### src/rtl/sdram_burst_colgen.sv
module sdram_burst_colgen #(
  parameter int COL_W = 9
) (
  input  logic             clk,
  input  logic             rst_n,
  input  logic             start,
  input  logic [COL_W-1:0] start_col,
  input  logic [2:0]       blen_sel,
  input  logic             interleave,
  input  logic             burst_stop,
  input  logic             precharge,
  output logic             beat_valid,
  output logic [COL_W-1:0] col_out,
  output logic             last_beat
);
  localparam logic [COL_W-1:0] ALL1 = {COL_W{1'b1}};

  logic             act, fp, il;
  logic [COL_W-1:0] base, cnt, mask;
  logic [COL_W-1:0] mask_in;

  always_comb begin
    case (blen_sel)
      3'd1:    mask_in = COL_W'(1);
      3'd2:    mask_in = COL_W'(3);
      3'd3:    mask_in = COL_W'(7);
      3'd7:    mask_in = ALL1;
      default: mask_in = '0;
    endcase
  end

  wire at_end = act && !fp && (cnt == mask);
  wire [COL_W-1:0] low = il ? ((base ^ cnt) & mask) : ((base + cnt) & mask);

  assign beat_valid = act;
  assign last_beat  = at_end;
  assign col_out    = act ? ((base & ~mask) | low) : '0;

  always_ff @(posedge clk) begin
    if (!rst_n) begin
      act <= 1'b0; fp <= 1'b0; il <= 1'b0;
      base <= '0; cnt <= '0; mask <= '0;
    end else if (start) begin
      act  <= 1'b1;
      fp   <= (blen_sel == 3'd7);
      il   <= interleave && (blen_sel != 3'd7);
      base <= start_col;
      mask <= mask_in;
      cnt  <= '0;
    end else if (burst_stop || precharge || at_end) begin
      act <= 1'b0;
    end else if (act) begin
      cnt <= cnt + 1'b1;
    end
  end

  assert_idle_zero_R1: assert property (@(posedge clk) disable iff (!rst_n)
    !beat_valid |-> (col_out == '0 && !last_beat));

  assert_start_loads_R8: assert property (@(posedge clk) disable iff (!rst_n)
    start |=> (beat_valid && col_out == $past(start_col)));

  assert_term_ends_R7: assert property (@(posedge clk) disable iff (!rst_n)
    (!start && (burst_stop || precharge)) |=> !beat_valid);

  assert_last_then_idle_R6: assert property (@(posedge clk) disable iff (!rst_n)
    (last_beat && !start) |=> !beat_valid);

  assert_fullpage_no_last_R5: assert property (@(posedge clk) disable iff (!rst_n)
    (start && blen_sel == 3'd7) |=> !last_beat);

  assert_fullpage_step_R5: assert property (@(posedge clk) disable iff (!rst_n)
    (beat_valid && !last_beat && !start && !burst_stop && !precharge && fp)
      |=> (beat_valid && col_out == $past(col_out) + 1'b1));

endmodule

### config.mk
export PLATFORM = sky130hd
export DESIGN_NAME = sdram_burst_colgen
export DESIGN_NICKNAME = d
export VERILOG_FILES = /design/src/rtl/sdram_burst_colgen.sv
export SDC_FILE = /design/constraint.sdc
export NUM_CORES = 1
export LEC_CHECK = 0
export ABC_AREA = 0
export BUFFER_PORTS_ARGS = -buffer_cell sky130_fd_sc_hd__buf_2
export CAP_MARGIN = 20
export CELL_PAD_IN_SITES_DETAIL_PLACEMENT = 1
export CELL_PAD_IN_SITES_GLOBAL_PLACEMENT = 1
export CORE_ASPECT_RATIO = 1.5
export CORE_MARGIN = 1.5
export CORE_UTILIZATION = 41
export CTS_CLUSTER_SIZE = 28
export DETAILED_ROUTE_END_ITERATION = 12
export GPL_TIMING_DRIVEN = 0
export HOLD_SLACK_MARGIN = 0.06
export PLACE_DENSITY = 0.79
export SYNTH_ARGS = -nofsm -noshare
export SYNTH_HDL_FRONTEND = slang
export SYNTH_SLANG_ARGS = --single-unit
### constraint.sdc
create_clock -name clk -period 2.2 [get_ports clk]
set_input_delay 0 -clock clk [delete_from_list [all_inputs] [get_ports clk]]
set_output_delay 0 -clock clk [all_outputs]
set_load 0.03 [all_outputs]
==> impl_metrics.csv, run 1 <==
group,metric,value,unit
outcome,outcome,"complete, but fails checks",
outcome,failed_checks,"setup timing",
sta,fmax,413,MHz
power,switching_share,26.8,%
place,gp_congestion,0.831,
place,numPortBuffers,27,
power,p_switching,0.238,mW
cells_and_area,layout-drive-gt1-share,23.2,%
clock_network,clock-sinks,24,
synth,synth_edf_count,0,
drt,viasPerCell,5.53,
power,power.total,0.888,mW
synth,ys.flop_type,"dfxtp_1",
synth,syn-mean-instance-area,8.70,sq um
worst_setup_path,cp-start-kind,"flip-flop",
global_route,grt_antenna_before_repair,0,
sta,worstMarginPinSlew,0.526,ns
clock_network,clk_pin_slew_worst_paths,0.08,ns
power,internal_power,0.650,mW
sta,drv_slew,0,
clock_network,htree_levels,1,
global_route,grt_pass1_vias,1571,
worst_setup_path,worst_ep_arrival_time,2.42,ns
synth,synthesis.nets,201,
clock_network,root_buffer,"clkbuf_8",
synth,ys_seq_elements,24,
cells_and_area,antennaDiodeCount,0,
worst_setup_path,critPathRequiredTime,2.20,ns
synth,synth_area_leaders,"dfxtp_1 32%, mux2i_1 9.3%, ha_1 7.5%, nor2b_1 5.0%, xnor2_1 3.5%",
clock_network,insertion_delay,0.26,ns
synth,synth.distinct_cells,39,
cells_and_area,syn_to_final_growth,32.5,%
synth,synth_cells,173,
drt,antenna_left,0,
drt,drt_iter0_markers,26,
clock_network,cts_buffer_depth,2,
synth,yosysTopAreaCell,"dfxtp_1",
worst_setup_path,critPathCaptureType,"output pin",
sta,setup_ws,-0.223,ns
clock_network,cts_buffers,3,
global_route,grt_max_degree,13,
run,drv_cap,0,
power,vdd_drop_max,0.000441,V
worst_setup_path,path_max_fanout,2,
floorplan,start_util,43.7,%
power,powerDensity,445,mW/mm^2
sta,finalSetupViolCount,1,
cells_and_area,nets,254,
clock_network,cts_tree,"done",
synth,postSynth.asyncResetShare,0,%
cells_and_area,final_cell_mix,"25 x buf_2, 20 x dfxtp_1, 17 x dlygate4sd3_1",
synth,ys_seq_area_share,31.9,%
power,power_frac_comb,18.7,%
sta,slew_headroom,64.9,%
synth,yosys_warnings,0,
sta,timing.final.crit_share,110,%
power,clockPowerShare,28.9,%
cells_and_area,final_common_cell,"buf_2",
worst_setup_path,critPathKind,"reg -> out",
floorplan,top_level_ports,29,
drt,avgRoutedWirePerCell,15.8,um
floorplan,fp-row-count,26,
drt,wl,4210,um
synth,synth_top_area_share,31.9,%
floorplan,coreArea,0.00345,sq mm
sta,final_hold_viol_count,0,
drt,vias,1470,
place,dpl_worst_slack,-0.154,ns
place,dp_hpwl,3100,um
drt,post-route-drc-count,0,
sta,skew,0.00147,ns
worst_hold_path,hold_path.class,"in -> reg",
floorplan,dieWidth,52.5,um
global_route,overflow,0,
power,p_seq_share,52.5,%
drt,drtPass1Iterations,4,
global_route,grt_use_total,23.0,%
sta,min_period,2.42,ns
global_route,grt_pass1_wl,7010,um
sta,rsz0062_at_grt,"true",
synth,syn-cell-area,0.00151,sq mm
power,leakage,0.846,nW
floorplan,dieArea,0.00405,sq mm
floorplan,die_h,77.2,um
power by group through the flow:
stage | combinational, mW | sequential (mW) | clock (mW)
2_1_floorplan | 0.0905 | 0.474 | 0
3_3_place_gp | 0.128 | 0.477 | 0
3_5_place_dp | 0.135 | 0.478 | 0
4_1_cts | 0.163 | 0.467 | 0.267
5_1_grt | 0.181 | 0.468 | 0.289
6_report | 0.166 | 0.466 | 0.256
logic make-up after synthesis:
| family | after synthesis | synth area share [%] |
|---|---|---|
| mux | 14 | 9.31 |
| buf+inv | 11 | 2.99 |
| compound gates | 42 | 18.4 |
| flops | 24 | 31.9 |
| xor+xnor | 12 | 6.98 |
| fa+ha+maj | 10 | 8.81 |
| simple gates | 60 | 21.6 |
synthesized netlist by cell type, drive strengths merged, types with 2 or more instances:
library cell	n
xnor2	6
o211ai	5
buf	3
a211oi	5
nor2	13
or3	3
ha	9
nand3	7
a21boi	5
a31oi	2
nand2b	2
dfxtp	24
o21ai	11
mux2i	14
or4	2
nand2	13
clkbuf	3
nand4	2
nor2b	12
a21oi	9
inv	5
xor2	6
flip-flops by register name, indices dropped and copies added, names as in the netlist:
register    cells
base            9
beat_valid      1
cnt             9
il              1
mask            4
critical path: stages (launching register included):
cell	delay, ns
dfxtp_4	0.36
ha_4	0.16
fa_2	0.38
a211oi_4	0.25
o32ai_2	0.14
a31oi_1	0.19
mux2i_1	0.28
mux2i_2	0.25
buf_6	0.15
cell type report:
type | instances | area, sq um
buffer | 6 | 26.3
fill | 422 | 1450
timing repair buffer | 48 | 349
clock buffer | 3 | 41.3
tap | 42 | 52.6
sequential | 24 | 490
multi-input combinational | 138 | 1020
inverter | 5 | 18.8
layer usage:
layer,vias to the layer above,routed length [um],global-route usage [%]
met2,25,2450,44.5
met4,0,99,8.46
li1,728,-,-
met1,708,1580,23.6
met3,9,78,2.72
met5,-,0,0
timing repair:
item                                    CTS  global route
endpoints found under the setup margin    4             4
hold endpoints to repair                 14             0
pin swaps                                 5             6
hold buffers                             17             0
setup buffers                             4             0
resized for setup                        12             6
per-stage QoR:
step	utilization, %	hold slack (ns)	cells	setup TNS [ns]	area, sq um
2_1_floorplan	-	0.138	173	0	1510
6_report	57.8	0.138	266	-0.223	1990
3_5_place_dp	49.3	0.274	242	-0.154	1700
3_3_place_gp	49.3	0.257	242	-0.0958	1700
4_1_cts	57.4	0.134	266	-0.377	1980
5_1_grt	57.8	0.151	266	-0.403	1990
path summary, 6_finish.rpt:
check | slack [ns] | startpoint | cells after the start | to
min | 0.14 | burst_stop | 4 | beat_valid
max | -0.22 | cnt[0] | 8 | col_out[8]
max reg2reg | 0.58 | beat_valid | 5 | cnt[3]
min reg2reg | 0.54 | cnt[8] | 2 | cnt[8]
Note: power is estimated with default switching activity, not from simulation.
==> run 2, diff against run 1 <==
--- a/config.mk
+++ b/config.mk
@@ -8,7 +8,7 @@
 export ABC_AREA = 0
 export BUFFER_PORTS_ARGS = -buffer_cell sky130_fd_sc_hd__buf_2
 export CAP_MARGIN = 20
-export CELL_PAD_IN_SITES_DETAIL_PLACEMENT = 1
+export CELL_PAD_IN_SITES_DETAIL_PLACEMENT = 0
 export CELL_PAD_IN_SITES_GLOBAL_PLACEMENT = 1
 export CORE_ASPECT_RATIO = 1.5
 export CORE_MARGIN = 1.5
==> impl_metrics.csv, run 2 (synthesized netlist as in run 1, its figures left out) <==
group,metric,value,unit
floorplan,coreArea,0.00345,sq mm
floorplan,die_h,77.2,um
power,p_switching,0.238,mW
outcome,failed_checks,"setup timing",
sta,rsz0062_at_grt,"true",
cells_and_area,final_common_cell,"buf_2",
power,clockPowerShare,29.4,%
clock_network,cts_buffer_depth,2,
sta,final_hold_viol_count,0,
power,powerDensity,449,mW/mm^2
run,drv_cap,0,
cells_and_area,nFillCells,334,
cells_and_area,layout-drive-gt1-share,22.5,%
global_route,overflow,0,
cells_and_area,reg_top3,"base x9, cnt x9, mask x4",
sta,finalSetupViolCount,1,
global_route,grt_pass1_vias,1405,
floorplan,dieArea,0.00405,sq mm
worst_setup_path,path_max_fanout,2,
drt,avgRoutedWirePerCell,14.0,um
clock_network,root_buffer,"clkbuf_8",
outcome,outcome,"complete, but fails checks",
power,internal_power,0.647,mW
clock_network,clk_pin_slew_worst_paths,0.08,ns
clock_network,cts_buffers,3,
floorplan,dieWidth,52.5,um
worst_setup_path,rr_endpoint,"cnt[1]",
place,dp_hpwl,2800,um
cells_and_area,final_core_util,57.1,%
drt,wl,3690,um
floorplan,top_level_ports,29,
sta,min_period,2.36,ns
drt,drt_iter0_markers,22,
floorplan,start_util,43.7,%
cells_and_area,final_cell_mix,"26 x buf_2, 20 x dfxtp_1, 16 x dlygate4sd3_1",
cells_and_area,nets,252,
worst_setup_path,r2r_start,"beat_valid",
sta,setup_ws,-0.162,ns
worst_setup_path,critPathRequiredTime,2.20,ns
global_route,grt_max_degree,13,
sta,timing.final.crit_share,107,%
cells_and_area,antennaDiodeCount,0,
drt,post-route-drc-count,0,
place,gp_congestion,0.831,
clock_network,cts_tree,"done",
worst_setup_path,critPathKind,"reg -> out",
worst_setup_path,worst_ep_arrival_time,2.36,ns
global_route,grt_antenna_before_repair,0,
power,switching_share,26.9,%
clock_network,htree_levels,1,
worst_hold_path,hold_path.class,"in -> reg",
sta,worstMarginPinSlew,0.536,ns
place,dpl_worst_slack,-0.0968,ns
sta,drv_slew,0,
power,vdd_drop_max,0.000352,V
global_route,grt_pass1_wl,6190,um
sta,slew_headroom,64.3,%
power,p_seq_share,52.7,%
clock_network,insertion_delay,0.26,ns
worst_setup_path,reg2reg_depth,5,
floorplan,fp-row-count,26,
worst_setup_path,cp-start-kind,"flip-flop",
power,leakage,0.830,nW
drt,viasPerCell,5.34,
drt,antenna_left,0,
global_route,grt_use_total,19.9,%
worst_setup_path,rrSetupSlack,0.59,ns
clock_network,clock-sinks,24,
worst_setup_path,crit_path_end,"col_out[8]",
worst_setup_path,cp-startpoint,"cnt[0]",
sta,skew,0.00136,ns
sta,fmax,423,MHz
drt,vias,1409,
sta,holdWs,0.136,ns
worst_setup_path,critPathCaptureType,"output pin",
place,numPortBuffers,27,
drt,drtPass1Iterations,4,
cells_and_area,syn_to_final_growth,30.8,%
power,power_frac_comb,17.9,%
## run 2: layer usage
layer | GRT usage (%) | vias to the layer above | routed length, um
met1 | 21.5 | 673 | 1550
li1 | - | 716 | -
met5 | 0 | - | 0
met2 | 37.6 | 18 | 2060
met3 | 1.75 | 2 | 56
met4 | 7.44 | 0 | 25
## run 2: stage by stage
step / power (mW) / cells / TNS (ns) / instance area [sq um]
global route: 0.925 / 264 / -0.279 / 1970
finish: 0.885 / 264 / -0.162 / 1970
detailed placement: 0.610 / 242 / -0.0968 / 1700
floorplan: 0.564 / 173 / 0 / 1510
global placement: 0.605 / 242 / -0.0958 / 1700
CTS: 0.890 / 264 / -0.274 / 1950
## run 2: cell type report
cell class	count	area [sq um]	area share (%)
multi-input combinational	138	1010	51.3
timing repair buffer	46	329	16.7
sequential	24	490	24.9
tap	42	52.6	2.67
inverter	5	18.8	0.953
clock buffer	3	41.3	2.10
buffer	6	26.3	1.33
## run 2: worst max-delay path: stages (launching register included)
cell      delay (ns)
dfxtp_4         0.36
ha_4            0.16
fa_2            0.36
a211oi_4        0.23
o32ai_2         0.13
a31oi_1         0.19
mux2i_1         0.27
mux2i_2         0.24
buf_6           0.15
## run 2: how the worst min path moves through the flow
stage            startpoint         end  depth (start not counted)
4_1_cts          burst_stop  beat_valid                          4
2_1_floorplan         rst_n     mask[0]                          2
6_report         burst_stop  beat_valid                          4
3_3_place_gp   start_col[6]     base[6]                          3
5_1_grt          burst_stop  beat_valid                          4
3_5_place_dp   start_col[5]     base[5]                          3
## run 2: what timing repair did
item / in CTS / in global routing
hold buffers: 16 / 0
endpoints found under the setup margin: 3 / 3
pin swaps: 3 / 4
endpoints found under the hold margin: 15 / 0
setup buffers: 3 / 1
gates resized for setup: 9 / 7
## run 2: power groups by stage
| stage | Clock [mW] | Combinational (mW) | Sequential, mW |
|---|---|---|---|
| finish | 0.260 | 0.158 | 0.466 |
| global route | 0.283 | 0.174 | 0.469 |
| CTS | 0.267 | 0.156 | 0.467 |
| detailed placement | 0 | 0.133 | 0.478 |
| global placement | 0 | 0.128 | 0.477 |
| floorplan | 0 | 0.0905 | 0.474 |
